$ cat config.mk
export PLATFORM = sky130hd
export DESIGN_NAME = txring_engine
export DESIGN_NICKNAME = d
export VERILOG_FILES = /design/src/rtl/txring_pkg.sv /design/src/rtl/txring_lenfix.sv /design/src/rtl/txring_edge.sv /design/src/rtl/txring_engine.sv
export SDC_FILE = /design/constraint.sdc
export NUM_CORES = 1
export LEC_CHECK = 0
export BUFFER_PORTS_ARGS = -buffer_cell sky130_fd_sc_hd__buf_2
export CORE_MARGIN = 4
export CORE_UTILIZATION = 51
export DETAILED_ROUTE_END_ITERATION = 10
export PLACE_DENSITY = 0.8
export SYNTH_ARGS = -nofsm -noshare
export SYNTH_HDL_FRONTEND = slang
export SYNTH_SLANG_ARGS = --single-unit
$ cat constraint.sdc
create_clock -name clk -period 3.7 [get_ports clk]
set_input_delay 0.74 -clock clk [delete_from_list [all_inputs] [get_ports clk]]
set_output_delay 0.74 -clock clk [all_outputs]
set_load 0.1 [all_outputs]
$ cat src/rtl/txring_pkg.sv
`timescale 1ns/1ps
package txring_pkg;

    typedef enum logic [2:0] {
        S_IDLE,
        S_RFLG,
        S_RBUF,
        S_RLEN,
        S_RNXT,
        S_SEND,
        S_WFLG,
        S_WSTS
    } tx_state_e;

    // descriptor field positions (software-visible layout)
    localparam int OWN_BIT   = 31;
    localparam int INTEN_BIT = 2;
    localparam int PAD_BIT   = 0;
    localparam int CMP_BIT   = 19;
    localparam int IRQF_BIT  = 18;
    localparam int LEN_W     = 16;

    // word offsets inside a descriptor
    localparam int OFS_FLG = 0;
    localparam int OFS_BUF = 4;
    localparam int OFS_LEN = 8;
    localparam int OFS_NXT = 12;

endpackage

$ cat src/rtl/txring_lenfix.sv
`timescale 1ns/1ps
module txring_lenfix #(
    parameter int LW      = 16,
    parameter int MIN_LEN = 60
) (
    input  logic          pad_en,
    input  logic [LW-1:0] len_in,
    output logic [LW-1:0] len_out
);
    localparam logic [LW-1:0] MIN_V = LW'(MIN_LEN);

    always_comb begin
        if (pad_en && (len_in < MIN_V)) begin
            len_out = MIN_V;
        end else begin
            len_out = len_in;
        end
    end
endmodule

$ cat src/rtl/txring_edge.sv
`timescale 1ns/1ps
module txring_edge (
    input  logic clk,
    input  logic rst_n,
    input  logic tx_en,
    input  logic stat_clr,
    output logic en_rise,
    output logic halted
);
    typedef struct packed {
        logic en;
        logic halt;
    } edge_t;

    edge_t e_d, e_q;
    logic  en_fall;

    always_comb begin
        en_rise = tx_en & ~e_q.en;
        en_fall = ~tx_en & e_q.en;
        e_d     = e_q;
        e_d.en  = tx_en;
        if (en_fall) begin
            e_d.halt = 1'b1;
        end else if (stat_clr) begin
            e_d.halt = 1'b0;
        end
    end

    always_ff @(posedge clk or negedge rst_n) begin
        if (!rst_n) begin
            e_q <= '0;
        end else begin
            e_q <= e_d;
        end
    end

    assign halted = e_q.halt;


    halt_set_chk: assert property (@(posedge clk) disable iff (!rst_n)
        en_fall |=> halted);


    halt_clr_chk: assert property (@(posedge clk) disable iff (!rst_n)
        (stat_clr && !en_fall) |=> !halted);
endmodule

$ cat src/rtl/txring_engine.sv
`timescale 1ns/1ps
module txring_engine
    import txring_pkg::*;
#(
    parameter int AW      = 32,
    parameter int MIN_LEN = 60
) (
    input  logic             clk,
    input  logic             rst_n,
    input  logic             tx_en,
    input  logic             start_req,
    input  logic [AW-1:0]    list_base,
    input  logic             irq_live,
    input  logic             stat_clr,
    output logic             mem_req,
    output logic             mem_we,
    output logic [AW-1:0]    mem_addr,
    output logic [31:0]      mem_wdata,
    input  logic             mem_ack,
    input  logic [31:0]      mem_rdata,
    input  logic             mem_err,
    output logic             frm_valid,
    output logic [AW-1:0]    frm_addr,
    output logic [LEN_W-1:0] frm_len,
    input  logic             frm_ready,
    input  logic             frm_err,
    output logic [AW-1:0]    cur_desc,
    output logic [AW-1:0]    cur_buf,
    output logic             ev_done,
    output logic             ev_unavail,
    output logic             ev_buserr,
    output logic             busy,
    output logic             halted
);
    localparam logic [AW-1:0] ALIGN_MASK = ~AW'(3);

    typedef struct packed {
        tx_state_e        st;
        logic [AW-1:0]    desc;
        logic [AW-1:0]    bufa;
        logic [31:0]      flg;
        logic [LEN_W-1:0] len;
        logic [AW-1:0]    nxt;
        logic             buf_err;
        logic             ev_done;
        logic             ev_unav;
        logic             ev_berr;
    } eng_t;

    eng_t r_d, r_q;

    logic          en_rise;
    logic [AW-1:0] ofs;
    logic [31:0]   sts_word;
    logic          send_ok;

    txring_edge u_edge (
        .clk     (clk),
        .rst_n   (rst_n),
        .tx_en   (tx_en),
        .stat_clr(stat_clr),
        .en_rise (en_rise),
        .halted  (halted)
    );

    txring_lenfix #(
        .LW     (LEN_W),
        .MIN_LEN(MIN_LEN)
    ) u_lenfix (
        .pad_en (r_q.flg[PAD_BIT]),
        .len_in (r_q.len),
        .len_out(frm_len)
    );

    // memory port decode
    always_comb begin
        unique case (r_q.st)
            S_RFLG, S_WFLG: ofs = AW'(OFS_FLG);
            S_RBUF:         ofs = AW'(OFS_BUF);
            S_RLEN, S_WSTS: ofs = AW'(OFS_LEN);
            S_RNXT:         ofs = AW'(OFS_NXT);
            default:        ofs = '0;
        endcase
    end

    always_comb begin
        send_ok            = ~r_q.buf_err;
        sts_word           = 32'(r_q.len);
        sts_word[CMP_BIT]  = send_ok;
        sts_word[IRQF_BIT] = send_ok & irq_live;
    end

    assign mem_req  = (r_q.st == S_RFLG) || (r_q.st == S_RBUF) ||
                      (r_q.st == S_RLEN) || (r_q.st == S_RNXT) ||
                      (r_q.st == S_WFLG) || (r_q.st == S_WSTS);
    assign mem_we   = (r_q.st == S_WFLG) || (r_q.st == S_WSTS);
    assign mem_addr = r_q.desc + ofs;

    always_comb begin
        if (r_q.st == S_WFLG) begin
            mem_wdata = r_q.flg & ~(32'd1 << OWN_BIT);
        end else if (r_q.st == S_WSTS) begin
            mem_wdata = sts_word;
        end else begin
            mem_wdata = '0;
        end
    end

    // next-state logic
    always_comb begin
        r_d         = r_q;
        r_d.ev_done = 1'b0;
        r_d.ev_unav = 1'b0;
        r_d.ev_berr = 1'b0;

        if (en_rise) begin
            r_d.desc = list_base & ALIGN_MASK;
        end

        if (!tx_en) begin
            r_d.st = S_IDLE;
        end else begin
            unique case (r_q.st)
                S_IDLE: begin
                    if (start_req) r_d.st = S_RFLG;
                end
                S_RFLG: begin
                    if (mem_ack) begin
                        if (mem_err) begin
                            r_d.st      = S_IDLE;
                            r_d.ev_berr = 1'b1;
                        end else if (!mem_rdata[OWN_BIT]) begin
                            r_d.st      = S_IDLE;
                            r_d.ev_unav = 1'b1;
                        end else begin
                            r_d.flg = mem_rdata;
                            r_d.st  = S_RBUF;
                        end
                    end
                end
                S_RBUF: begin
                    if (mem_ack) begin
                        if (mem_err) begin
                            r_d.st      = S_IDLE;
                            r_d.ev_berr = 1'b1;
                        end else begin
                            r_d.bufa = mem_rdata[AW-1:0];
                            r_d.st   = S_RLEN;
                        end
                    end
                end
                S_RLEN: begin
                    if (mem_ack) begin
                        if (mem_err) begin
                            r_d.st      = S_IDLE;
                            r_d.ev_berr = 1'b1;
                        end else begin
                            r_d.len = mem_rdata[LEN_W-1:0];
                            r_d.st  = S_RNXT;
                        end
                    end
                end
                S_RNXT: begin
                    if (mem_ack) begin
                        if (mem_err) begin
                            r_d.st      = S_IDLE;
                            r_d.ev_berr = 1'b1;
                        end else begin
                            r_d.nxt = mem_rdata[AW-1:0] & ALIGN_MASK;
                            r_d.st  = S_SEND;
                        end
                    end
                end
                S_SEND: begin
                    if (frm_ready) begin
                        r_d.buf_err = frm_err;
                        r_d.ev_berr = frm_err;
                        r_d.st      = S_WFLG;
                    end
                end
                S_WFLG: begin
                    if (mem_ack) begin
                        r_d.ev_berr = mem_err;
                        r_d.st      = S_WSTS;
                    end
                end
                S_WSTS: begin
                    if (mem_ack) begin
                        r_d.ev_berr = mem_err;
                        r_d.ev_done = ~r_q.buf_err & r_q.flg[INTEN_BIT];
                        r_d.desc    = r_q.nxt;
                        r_d.st      = S_RFLG;
                    end
                end
                default: r_d.st = S_IDLE;
            endcase
        end
    end

    always_ff @(posedge clk or negedge rst_n) begin
        if (!rst_n) begin
            r_q    <= '0;
            r_q.st <= S_IDLE;
        end else begin
            r_q <= r_d;
        end
    end

    assign frm_valid  = (r_q.st == S_SEND);
    assign frm_addr   = r_q.bufa;
    assign cur_desc   = r_q.desc;
    assign cur_buf    = r_q.bufa;
    assign ev_done    = r_q.ev_done;
    assign ev_unavail = r_q.ev_unav;
    assign ev_buserr  = r_q.ev_berr;
    assign busy       = (r_q.st != S_IDLE);


    req_hold_chk: assert property (@(posedge clk) disable iff (!rst_n)
        (mem_req && !mem_ack && tx_en) |=>
            (mem_req && $stable(mem_addr) && $stable(mem_we) && $stable(mem_wdata)));


    stop_chk: assert property (@(posedge clk) disable iff (!rst_n)
        !tx_en |=> !busy);


    pad_min_chk: assert property (@(posedge clk) disable iff (!rst_n)
        (frm_valid && r_q.flg[PAD_BIT]) |-> (frm_len >= LEN_W'(MIN_LEN)));


    len_floor_chk: assert property (@(posedge clk) disable iff (!rst_n)
        frm_valid |-> (frm_len >= r_q.len));


    unav_alone_chk: assert property (@(posedge clk) disable iff (!rst_n)
        ev_unavail |-> (!ev_done && !ev_buserr && !busy));


    desc_err_chk: assert property (@(posedge clk) disable iff (!rst_n)
        (mem_req && !mem_we && mem_ack && mem_err && tx_en) |=> (!busy && ev_buserr));


    done_after_wr_chk: assert property (@(posedge clk) disable iff (!rst_n)
        ev_done |-> $past(mem_we && mem_ack));
endmodule

; After elaboration in Yosys (flattened, before gate mapping)
; Cells that the tools add are included.
[word_totals]
ff_bits = 151
latch_bits = 0
ramBits = 0
rom_bits = 0
inputBits = 74
elab_cells = 106
n_memories = 0
[op_classes]
n_addsub = 1
n_mul = 0
div = 0
magnitude_cmp = 1
eq_ne = 15
n_shift = 0
muxes = 50
bitwise_logic = 8
n_reduce_logical = 19
[ops]
columns = operator, n
row1 = 32-bit two-way mux, 12
row2 = 148-bit two-way mux, 1
row3 = 16-bit two-way mux, 4
row4 = 35-bit two-way mux, 1
row5 = 3-bit two-way mux, 11
row6 = 32-bit adder, 1
row7 = 31-bit two-way mux, 1
row8 = 3-bit case mux with 8 select lines, 1
row9 = "3-bit != test, second input constant", 7
row10 = 20-bit two-way mux, 1
row11 = "16-bit by 6-bit < comparator with 1-bit output, second input constant", 1
row12 = 1-bit two-way mux, 13
row13 = "3-bit equality test, second input constant", 4
row14 = 4-bit case mux with 3 select lines, 1
row15 = 4-bit AND reduction, 3
row16 = 8-bit AND reduction, 1
row17 = "3-bit by 2-bit equality test with 1-bit output, second input constant", 2
row18 = 1-bit logical OR, 6
row19 = 2-bit two-way mux, 3
row20 = 5-bit AND reduction, 1
row21 = 1-bit bitwise AND, 4
row22 = 1-bit inverter, 4
row23 = 1-bit case mux with 4 select lines, 1
row24 = 2-bit OR reduction, 2
row25 = 8 further kinds, 8

; Logic depth before layout (Yosys ltp)
[logic_depth]
ltp_word = 6
mapped_depth = 11
depth_no_buf = 9

; Cells and area by module
; Synthesis repeated with hierarchy kept, for this count alone.
[hier_totals]
hier_cells = 698
hier_area_um2 = 7913.8
[modules_own_cells]
columns = module, n_inst, cells_each, area_per_inst_um2, seq_area_each_um2
row1 = txring_engine, 1, 665, 7679.9, 3703.6
row2 = txring_lenfix, 1, 27, 157.7, 0.0
row3 = txring_edge, 1, 6, 76.3, 50.0

; Worst setup path after synthesis
; Ideal clock, no wire load.
[synth_path]
path_kind = reg2out
start = register r_q[149] (netlist name)
end = output port mem_addr[28]
arrival_time_ps = 3953
t_required_ps = 2960
path_slack_ps = -993
path_stages_with_launch = 12
n_path_buf = 2
cell_sequence = dfrtp_1 -> buf_2 -> clkbuf_1 -> xnor2_1 -> nor2_1 -> ha_1 -> inv_1 -> fa_1 -> nand4b_1 -> nor4_4 -> nand4_1 -> xnor2_1
[synth_via]
elab_chain_cells = 4
word_cells_on_any_way = 7
cone_classes = add/sub (1) / eq/ne (4) / mux (1) / reduce/logical (1)
[synth_rtl]
columns = item, line_no
row1 = start: declaration, txring_engine.sv:50  ; eng_t r_d, r_q;
row2 = start signal: assignment, txring_engine.sv:205  ; r_q <= r_d;
row3 = 3-bit by 2-bit equality test with 1-bit output or 3-bit equality test (tied branches), txring_engine.sv:77  ; unique case (r_q.st)
row4 = 2-bit OR reduction, txring_engine.sv:77
row5 = 4-bit case mux with 3 select lines *, txring_engine.sv:77
row6 = 32-bit adder *, txring_engine.sv:97  ; assign mem_addr = r_q.desc + ofs;
row7 = end: declaration, txring_engine.sv:17  ; output logic [AW-1:0] mem_addr,
; Every way passes the cells marked *; elsewhere a longest branch is shown, timed or not.

; Worst setup path after layout
[layout_path]
start = register r_q[150] (netlist name)
end = output port mem_addr[28]
; Same word-level chain as after synthesis.

==> run metrics <==
crit path DAT 2.99 ns; number of enable flip-flop cells after synthesis 0; routability-driven placement congestion ratio 0.877; clock power share 0.295; Slew Limit Fails 0; 1st-iter DRT viols 302; synthesized area per cell 11.6 um2; async set-reset flop share out of synthesis 1.00; startpoint types flip-flop; Sink Count 150; Row Count 45; Syn. warnings 0; peak supply drop 0.374 mV; unrepaired setup endpoints after global routing yes; Internal Pwr Total 3420 uW; Mapped Cells 678; met3 Usage GRT 0.0618; register area share after synthesis 0.477; synth top area cells dfrtp_1 (48%), mux2_2 (11%), buf_4 (9.8%); Max-slew headroom 0.355; largest net degree at the start of global routing 95; area grow syn2layout 27.3%; Hold Crit Class primary input to async pin; initial antenna violation count 0; Synth top area share 0.477; Vert. Die Dim 132 um; reg2reg start r_q[149]; share of layout cells above drive strength 1 0.521; # setup viols final 2; PD cells 598 nW/um2; clk_lat worst skew 0.41 ns; via count 5519; all-layer global routing usage 0.217; Final period util 1.01; Root Buffer clkbuf_16; f_max 0.268 GHz; share of power burned in registers 0.337; final layout net count 912; fin worst setup slack -0.0304 ns; drc violations 0; post-synthesis register bit count 150; CTS clk-pin slew, worst paths 0.06 ns; DRT antenna net count 0; Buffers on Ports 254; M1 GR Usage 0.300; min Tclk post-route 3.73 ns; H-tree depth 4; failing checks setup timing; Final Hold Viols 0; Min Hold Slack 0.377 ns; DR pass1 iterations 4; DIE WIDTH 132 um; TritonCTS buffer count 17; I/O Pins 258; max-cap viol count 0; commonest non-fill, non-tap cells in the layout buf_2 (231), dfrtp_1 (149), mux2_2 (80), nor2_1 (42), a21oi_1 (35); core area 15100 um2; NetSw 2570 uW; effective utilization at floorplan 0.519; GRT busiest layer met2; crit path launch r_q[150]; drt wl/cell 18.3 um; distinct cell type count after synthesis 51; DIE AREA 17500 um2; CP endpoint kind primary output; Via density 5.33; first-pass GRT wire length 30400 um; Leakage 0.00532 uW; gr ovfl total 0; Gate power share 0.368; Switching Fraction 0.429; Ant. Diodes 0; status complete, but fails checks; Crit Path Class flip-flop to primary output; cell taking the most area after synthesis dfrtp_1; ys flop type dfrtp_1; CTS tree done; Detail Placement HPWL 13900 um; vias in the first global route 5523; DRT Wirelength 19000 um; Clock Skew 0.00537 ns; worst-margin pin slew 0.967 ns; most common cell after layout, fill and taps aside buf_2; post-synth net total 755; cell area after synthesis 7870 um2; CP Max Fanout 8; setup TNS -0.0541 ns; maximum root-to-sink buffer count 2; Req. time, crit path 2.96 ns; met2 Track Usage GR 0.338
==> repair_timing <==
item / in CTS / in global routing
resized for setup: 4 / 7
gates cloned: 0 / 1
hold buffers: 0 / 0
pin swaps: 3 / 7
setup endpoints to repair: 9 / 15
buffers inserted: 6 / 3
==> sequential cells by signal, indices dropped and copies added, names as in the netlist <==
| name | flops |
|---|---|
| ev_buserr | 1 |
| ev_unavail | 1 |
| r_q | 81 |
| u_edge.e_q | 1 |
| ev_done | 1 |
| cur_desc | 32 |
| cur_buf | 32 |
| u_edge.halted | 1 |
==> worst paths after layout <==
check / to / slack, ns / depth (start not counted)
worst min register to register: r_q[73] / 0.50 / 1
worst max-delay path: mem_addr[28] / -0.03 / 11
max in group asynchronous: r_q[30] / 2.51 / 2
worst max register to register: cur_desc[2] / 1.19 / 7
min in group clk: r_q[73] / 0.50 / 1
worst min-delay path: cur_desc[22] / 0.38 / 1
==> synthesized netlist by cell type, types with 2 or more instances <==
cell and instances:
nor4_1 2, and4_1 4, nor3b_1 2, buf_2 9, a21oi_1 36, nand3_1 18, nor2_1 42, buf_6 7
nand2_1 11, mux2_2 80, clkbuf_4 2, mux2_1 31, and3b_1 2, clkbuf_1 19, ha_1 2, and3_1 4
xnor2_1 23, nand2b_1 8, nand3_2 2, nor4_4 2, mux2i_1 30, o21ai_0 3, nor3_1 2, xor2_1 6
a22o_1 18, buf_4 103, nor2b_1 3, and2_1 17, inv_1 9, dfrtp_1 150, nand4_1 11
==> cell type report <==
type,instances,area [um2]
clock inverter,14,174
inverter,9,33.8
fill,1109,5130
tap,188,235
multi-input combinational,378,3550
timing repair buffer,279,1830
sequential,150,3750
clock buffer,18,439
==> logic make-up after synthesis <==
| family | after synthesis | share of synthesized area |
|---|---|---|
| flip-flops | 150 | 0.477 |
| buffers and inverters | 150 | 0.130 |
| multiplexers | 141 | 0.197 |
| AND/OR/NAND/NOR | 140 | 0.105 |
| AO/OA/AOI/OAI | 64 | 0.0522 |
| XOR/XNOR | 29 | 0.0323 |
| adder cells (fa/ha/maj) | 3 | 0.00573 |
| other | 1 | 0.000477 |
==> worst max-delay path: stages (launching register included) <==
cell      delay (ns)
dfrtp_2         0.42
xnor2_2         0.14
nor2_1          0.11
ha_2            0.20
inv_2           0.04
fa_2            0.33
nand4b_1        0.27
nor4_4          0.21
buf_6           0.17
nand4_1         0.21
xnor2_4         0.26
buf_12          0.19
==> power groups by stage <==
stage | clock network (uW) | registers (uW) | logic, uW
finish | 1770 | 2020 | 2200
global route | 1880 | 2050 | 2270
CTS | 1800 | 2020 | 2220
detailed placement | 0 | 2040 | 2210
global placement | 0 | 2030 | 2190
floorplan | 0 | 2000 | 1900
==> stage by stage <==
stage	power (uW)	setup WS [ns]	util	cell area, um2	instances
after global placement	4220	0.203	0.613	9290	994
final	5990	-0.0304	0.661	10000	1036
after global routing	6200	-0.234	0.661	10000	1036
after CTS	6030	-0.0574	0.657	9950	1032
after detailed placement	4250	0.0834	0.613	9290	994
after floorplan	3910	-0.320	-	8280	678
==> metal layers <==
metal  part of all wire  wire (um)
met1               0.43       8170
met2               0.47       8980
met3              0.073       1390
met4              0.022        413
met5                  0          0
Power figures use the tool's default switching activity.
